[src/rtl/sdm_pkg.sv]
package sdm_pkg;

    typedef enum logic [1:0] {
        ST_IDLE   = 2'd0,
        ST_INTEG  = 2'd1,
        ST_FROZEN = 2'd2
    } integ_state_e;

endpackage

[src/rtl/sdm_sync2.sv]
module sdm_sync2 #(
    parameter int STAGES = 2
) (
    input  logic clk,
    input  logic rst_n,
    input  logic async_i,
    output logic sync_o
);

    logic [STAGES-1:0] chain_q;

    always_ff @(posedge clk or negedge rst_n) begin
        if (!rst_n) begin
            chain_q <= '0;
        end else begin
            chain_q <= {chain_q[STAGES-2:0], async_i};
        end
    end

    assign sync_o = chain_q[STAGES-1];

endmodule

[src/rtl/sdm_tick_gen.sv]
module sdm_tick_gen #(
    parameter int SEL_W = 3
) (
    input  logic             clk,
    input  logic             rst_n,
    input  logic             run_i,
    input  logic [SEL_W-1:0] div_sel_i,
    output logic             tick_o
);

    localparam int                CNT_W   = 1 << SEL_W;
    localparam logic [SEL_W-1:0]  SH_MAX  = SEL_W'(CNT_W - 1);
    localparam logic [CNT_W-1:0]  CNT_ONE = 1;

    logic [CNT_W-1:0] cnt_q;
    logic [CNT_W-1:0] limit;

    // limit = 2^(sel+1) - 1, a mask of sel+1 ones
    assign limit  = {CNT_W{1'b1}} >> (SH_MAX - div_sel_i);
    assign tick_o = run_i && (cnt_q == limit);

    always_ff @(posedge clk or negedge rst_n) begin
        if (!rst_n) begin
            cnt_q <= '0;
        end else if (!run_i) begin
            cnt_q <= '0;
        end else if (cnt_q == limit) begin
            cnt_q <= '0;
        end else begin
            cnt_q <= cnt_q + CNT_ONE;
        end
    end

    AST_TICK_SPACING: assert property (@(posedge clk) disable iff (!rst_n)
        tick_o |=> !tick_o);

endmodule

[src/rtl/sdm_acc_fsm.sv]
module sdm_acc_fsm
    import sdm_pkg::*;
#(
    parameter int ACC_W = 16
) (
    input  logic             clk,
    input  logic             rst_n,
    input  logic             phase_en_i,
    input  logic             tick_i,
    input  logic             samp_bit_i,
    output logic [ACC_W-1:0] acc_o,
    output logic             limit_evt_o
);

    localparam logic [ACC_W-1:0] MAX_P   = {1'b0, {(ACC_W-1){1'b1}}};
    localparam logic [ACC_W-1:0] MIN_N   = {1'b1, {(ACC_W-1){1'b0}}};
    localparam logic [ACC_W-1:0] ACC_ONE = 1;

    integ_state_e     state_q, state_d;
    logic [ACC_W-1:0] acc_q, acc_d;

    // state register
    always_ff @(posedge clk or negedge rst_n) begin
        if (!rst_n) begin
            state_q <= ST_IDLE;
        end else begin
            state_q <= state_d;
        end
    end

    // value register
    always_ff @(posedge clk or negedge rst_n) begin
        if (!rst_n) begin
            acc_q <= '0;
        end else begin
            acc_q <= acc_d;
        end
    end

    // transitions and outputs
    always_comb begin
        state_d     = state_q;
        acc_d       = acc_q;
        limit_evt_o = 1'b0;
        unique case (state_q)
            ST_IDLE: begin
                if (phase_en_i) begin          // START
                    state_d = ST_INTEG;
                    acc_d   = '0;
                end
            end
            ST_INTEG: begin
                if (!phase_en_i) begin         // PHASE_END
                    state_d = ST_IDLE;
                end else if (tick_i) begin
                    if ((samp_bit_i && acc_q == MAX_P) ||
                        (!samp_bit_i && acc_q == MIN_N)) begin  // LIMIT_HIT
                        state_d     = ST_FROZEN;
                        limit_evt_o = 1'b1;
                    end else if (samp_bit_i) begin
                        acc_d = acc_q + ACC_ONE;
                    end else begin
                        acc_d = acc_q - ACC_ONE;
                    end
                end
            end
            ST_FROZEN: begin
                if (!phase_en_i) begin         // PHASE_END
                    state_d = ST_IDLE;
                end
            end
            default: begin
                state_d = ST_IDLE;
            end
        endcase
    end

    assign acc_o = acc_q;

    AST_PHASE_CLEAR: assert property (@(posedge clk) disable iff (!rst_n)
        (state_q == ST_IDLE && phase_en_i) |=> (acc_q == '0));
    AST_HOLD_IDLE: assert property (@(posedge clk) disable iff (!rst_n)
        !phase_en_i |=> $stable(acc_q));
    AST_STEP_UP: assert property (@(posedge clk) disable iff (!rst_n)
        (state_q == ST_INTEG && phase_en_i && tick_i && samp_bit_i && acc_q != MAX_P)
        |=> (acc_q == $past(acc_q) + ACC_ONE));
    AST_STEP_DOWN: assert property (@(posedge clk) disable iff (!rst_n)
        (state_q == ST_INTEG && phase_en_i && tick_i && !samp_bit_i && acc_q != MIN_N)
        |=> (acc_q == $past(acc_q) - ACC_ONE));
    AST_NO_OVERFLOW: assert property (@(posedge clk) disable iff (!rst_n)
        (state_q == ST_INTEG && phase_en_i && tick_i && samp_bit_i && acc_q == MAX_P)
        |=> (state_q == ST_FROZEN && acc_q == MAX_P));
    AST_NO_UNDERFLOW: assert property (@(posedge clk) disable iff (!rst_n)
        (state_q == ST_INTEG && phase_en_i && tick_i && !samp_bit_i && acc_q == MIN_N)
        |=> (state_q == ST_FROZEN && acc_q == MIN_N));
    AST_FROZEN_HOLD: assert property (@(posedge clk) disable iff (!rst_n)
        (state_q == ST_FROZEN) |=> $stable(acc_q));
    AST_LIMIT_NO_FREEZE: assert property (@(posedge clk) disable iff (!rst_n)
        (state_q == ST_INTEG && phase_en_i && tick_i && !samp_bit_i && acc_q == MAX_P)
        |=> (state_q == ST_INTEG && acc_q == MAX_P - ACC_ONE));

endmodule

[src/rtl/sdm_flag_irq.sv]
module sdm_flag_irq (
    input  logic clk,
    input  logic rst_n,
    input  logic set_i,
    input  logic clr_i,
    input  logic ie_i,
    output logic flag_o,
    output logic irq_o
);

    logic flag_q;

    always_ff @(posedge clk or negedge rst_n) begin
        if (!rst_n) begin
            flag_q <= 1'b0;
        end else if (set_i) begin
            flag_q <= 1'b1;
        end else if (clr_i) begin
            flag_q <= 1'b0;
        end
    end

    assign flag_o = flag_q;
    assign irq_o  = flag_q && ie_i;

    AST_FLAG_SET: assert property (@(posedge clk) disable iff (!rst_n)
        set_i |=> flag_q);
    AST_FLAG_CLEAR: assert property (@(posedge clk) disable iff (!rst_n)
        (clr_i && !set_i) |=> !flag_q);

endmodule

[src/rtl/sdm_integrator.sv]
module sdm_integrator #(
    parameter int ACC_W       = 16,
    parameter int SEL_W       = 3,
    parameter int SYNC_STAGES = 2
) (
    input  logic             clk,
    input  logic             rst_n,
    input  logic             mod_bit,
    input  logic [SEL_W-1:0] div_sel,
    input  logic             phase_en,
    input  logic             ovf_ie,
    input  logic             flag_clr,
    output logic [ACC_W-1:0] acc_value,
    output logic             ovf_flag,
    output logic             irq
);

    logic samp_bit;
    logic tick;
    logic limit_evt;

    sdm_sync2 #(
        .STAGES (SYNC_STAGES)
    ) u_sync (
        .clk     (clk),
        .rst_n   (rst_n),
        .async_i (mod_bit),
        .sync_o  (samp_bit)
    );

    sdm_tick_gen #(
        .SEL_W (SEL_W)
    ) u_tick (
        .clk       (clk),
        .rst_n     (rst_n),
        .run_i     (phase_en),
        .div_sel_i (div_sel),
        .tick_o    (tick)
    );

    sdm_acc_fsm #(
        .ACC_W (ACC_W)
    ) u_fsm (
        .clk         (clk),
        .rst_n       (rst_n),
        .phase_en_i  (phase_en),
        .tick_i      (tick),
        .samp_bit_i  (samp_bit),
        .acc_o       (acc_value),
        .limit_evt_o (limit_evt)
    );

    sdm_flag_irq u_flag (
        .clk    (clk),
        .rst_n  (rst_n),
        .set_i  (limit_evt),
        .clr_i  (flag_clr),
        .ie_i   (ovf_ie),
        .flag_o (ovf_flag),
        .irq_o  (irq)
    );

endmodule

[config.mk]
export PLATFORM = sky130hd
export DESIGN_NAME = sdm_integrator
export DESIGN_NICKNAME = d
export VERILOG_FILES = /design/src/rtl/sdm_pkg.sv /design/src/rtl/sdm_sync2.sv /design/src/rtl/sdm_tick_gen.sv /design/src/rtl/sdm_acc_fsm.sv /design/src/rtl/sdm_flag_irq.sv /design/src/rtl/sdm_integrator.sv
export SDC_FILE = /design/constraint.sdc
export NUM_CORES = 1
export LEC_CHECK = 0
export CORE_UTILIZATION = 56
export DETAILED_ROUTE_END_ITERATION = 8
export PLACE_DENSITY_LB_ADDON = 0.25
export SYNTH_ARGS = -nofsm -noshare
export SYNTH_HDL_FRONTEND = slang
export SYNTH_SLANG_ARGS = --single-unit
[constraint.sdc]
create_clock -name clk -period 3.3 [get_ports clk]
set_clock_uncertainty 0.15 [all_clocks]
set_input_delay 0.495 -clock clk [delete_from_list [all_inputs] [get_ports clk]]
set_output_delay 0.495 -clock clk [all_outputs]
set_load 0.005 [all_outputs]
==> metrics.md <==
| Metric | Value |
|---|---|
| Setup bufs post-CTS | 0 |
| Combinational family with the most area after synthesis | compound AO/OA/AOI/OAI gates |
| CP Capture Type | flip-flop |
| Sequential fraction of the synthesis area | 32.6% |
| Core area | 3740 sq um |
| Initial DRC count | 79 |
| First-pass GRT wire length | 8700 um |
| Final Critical Period | 3.01 ns |
| Multiplexer area fraction after synthesis | 5.91% |
| Crit path required time | 3.31 ns |
| Outcome | complete, no violations |
| Hold-fix buffers, CTS | 0 |
| Largest net degree at the start of global routing | 30 |
| Fin. max-slew vios | 0 |
| Worst hold start | u_sync.chain_q[0] |
| Via count | 2013 |
| Post_cts resized | 0 |
| Worst VDD drop | 493 uV |
| Max cap viols | 0 |
| Antenna violations before repair | 0 |
| R2R cell count | 9 |
| GP Congestion | 0.889 |
| Simple-gate share of the synthesized area | 18.7% |
| Die Span Y | 65.0 um |
| Vias per cell | 6.16 |
| Cells on Worst Hold Path | 0 |
| Area fraction in compound gates after synthesis | 21.0% |
| Yosys warnings | 0 |
| HP Class | flip-flop to flip-flop |
| Hold slack | 0.201 ns |
| R2r startpoint | u_sync.chain_q[1] |
| Hpwl dp | 3830 um |
| RSZ-0062 raised after global routing | false |
| Max clock buf depth | 2 |
| Fmax | 332 MHz |
| Final hold vios | 0 |
| Clk root buf | clkbuf_8 |
| CP Data Arrival Time | 3.02 ns |
| Xor/xnor cell area share of the yosys netlist | 7.48% |
| Post-Synth Adder-Cell Area | 9.34% |
| Design area | 2630 sq um |
| Detail Route Antenna Nets | 0 |
| Port bufs | 26 |
| Synthesized cell area | 2220 sq um |
| FF+latch count, synth | 29 |
| # IOs | 27 |
| Leakage | 1.21 nW |
| Fillers | 316 |
| Placed cell area | 2540 sq um |
| Post-synth EDFFs | 0 |
| Gr ovfl total | 0 |
| Power, Total | 1.74 mW |
| H-tree depth reported by CTS | 2 |
| CP startpoint | div_sel[1] |
| Final period utilization | 91.3% |
| Tot GR Track Use | 26.8% |
| Final Util | 70.3% |
| WL per Instance | 15.5 um |
| CP Max Fanout | 15 |
| Post-layout nets | 303 |
| Clock latency on the worst-skew pair | 0.28 ns |
| Initial core utilization | 59.4% |
| Total die area | 4230 sq um |
| DIE WIDTH | 65.0 um |
| Post-synth top flop | dfrtp_1 |
| Drt first pass iters | 4 |
| WS Path Type | input pin to flip-flop |
| Row cnt | 22 |
| Slew margin rel. | 55.3% |
| Syn avg cell area | 9.08 sq um |
| Setup-failing EPs final | 0 |
| Post-Syn Nets | 270 |
| Ys async rst share | 100% |
| Worst-path clk slew | 0.06 ns |
| Startpoint types | input pin |
| Clk sinks | 29 |
| Share of cells above drive strength 1 | 9.68% |
| Detailed-route DRC error count | 0 |
| Final WL | 5060 um |
| Pwr per Cell Area | 661 nW/um^2 |
| Number of diodes | 0 |
| Gate Count Post-Synth | 245 |
| Syn-to-layout area delta | 18.2% |
| Vias in the first global route | 1899 |
| Worst-Margin Slew | 0.670 ns |
| CTS tree | built |
| Post-synthesis cell type count | 52 |
| Num CTS Buffers | 5 |
## power breakdown
part           total (mW)  internal (mW)  switching, mW
Clock               0.282          0.145          0.137
Combinational       0.908          0.467          0.441
Sequential          0.549          0.429          0.120
Total                1.74           1.04          0.698
## synthesized netlist by cell type, types with 7 or more instances
cell type,count,area (sq um)
a21oi_1,9,45.0
nand3_1,10,50.1
ha_1,15,188
nor2_1,20,75.1
dfrtp_1,29,726
nand2_1,12,45.0
and3_1,7,43.8
inv_1,11,41.3
a21o_1,9,67.6
xnor2_1,7,61.3
o21ai_0,15,75.1
xor2_1,12,105
## flip-flops by register name, summed over array words and instances, names as in the netlist
| signal | count |
|---|---|
| u_sync.chain_q | 2 |
| u_fsm.acc_o | 16 |
| u_tick.cnt_q | 8 |
| u_flag.flag_o | 1 |
| u_fsm.state_q | 2 |
## worst max-delay path: stages
cell             delay (ns)
clkdlybuf4s50_1        0.48
or4_1                  0.53
o22ai_1                0.16
a21oi_1                0.08
o41a_1                 0.43
or2_1                  0.47
mux2_4                 0.39
## metal layers
metal | GRT usage [%] | wire length, um | vias up
met3 | 5.81 | 288 | 8
met5 | 0 | 0 | -
met1 | 34.3 | 2280 | 970
met2 | 44.9 | 2430 | 58
li1 | - | - | 977
met4 | 8.42 | 65 | 0
## area by class of cell
cell class	instances	area [sq um]	area share, %
sequential	29	726	27.6
clock inverter	3	17.5	0.666
tap	48	60.1	2.28
timing repair buffer	35	328	12.5
multi-input combinational	196	1390	52.8
inverter	11	41.3	1.57
clock buffer	5	68.8	2.62
## final timing paths
kind	slack (ns)	to
max	0.29	u_fsm.acc_o[13]
max in group asynchronous	2.27	u_fsm.acc_o[13]
min reg2reg	0.20	u_sync.chain_q[1]
min	0.20	u_sync.chain_q[1]
min in group asynchronous	0.45	u_tick.cnt_q[4]
max reg2reg	0.37	u_fsm.acc_o[12]
## through the flow
step	worst slack, ns	TNS, ns	instances
finish	0.288	0	327
global route	0.145	0	327
CTS	0.287	0	327
detailed placement	-0.00927	-0.0249	319
global placement	0.0175	0	319
floorplan	0.501	0	245
## kinds of logic (layout without fill, tap and decap cells)
group / count (synthesis) / after routing
mux: 11 / 11
buf+inv: 20 / 54
flops: 29 / 29
fa+ha+maj: 16 / 16
xor+xnor: 19 / 19
compound gates: 69 / 69
simple gates: 81 / 81
## cells in the final DEF (no fill, tap or decap), types with 2 or more instances in the layout
cell type	synthesis	final
clkdlybuf4s50_1	0	26
dfrtp_1	29	29
nor2b_1	3	3
a211oi_1	2	2
nand3_1	10	10
o211ai_1	4	4
nor3_1	6	6
o31ai_1	4	4
a22oi_1	2	2
o21ai_0	15	15
inv_1	11	11
o22ai_1	3	3
nor4_1	4	4
ha_1	15	15
clkbuf_8	0	5
nand2_1	12	12
a31oi_1	5	5
a21o_1	9	9
o21bai_1	2	2
a2111oi_0	2	2
and3_1	7	7
or4_1	2	2
xnor2_1	7	7
mux2_4	3	3
a21oi_1	9	9
nand4_1	5	5
and2_1	2	2
a31o_2	2	2
clkinv_2	0	2
nand2b_1	4	4
mux2i_1	3	3
mux2_2	5	5
buf_4	1	9
xor2_1	12	12
nor2_1	20	20
(Power assumes the default switching activity.)
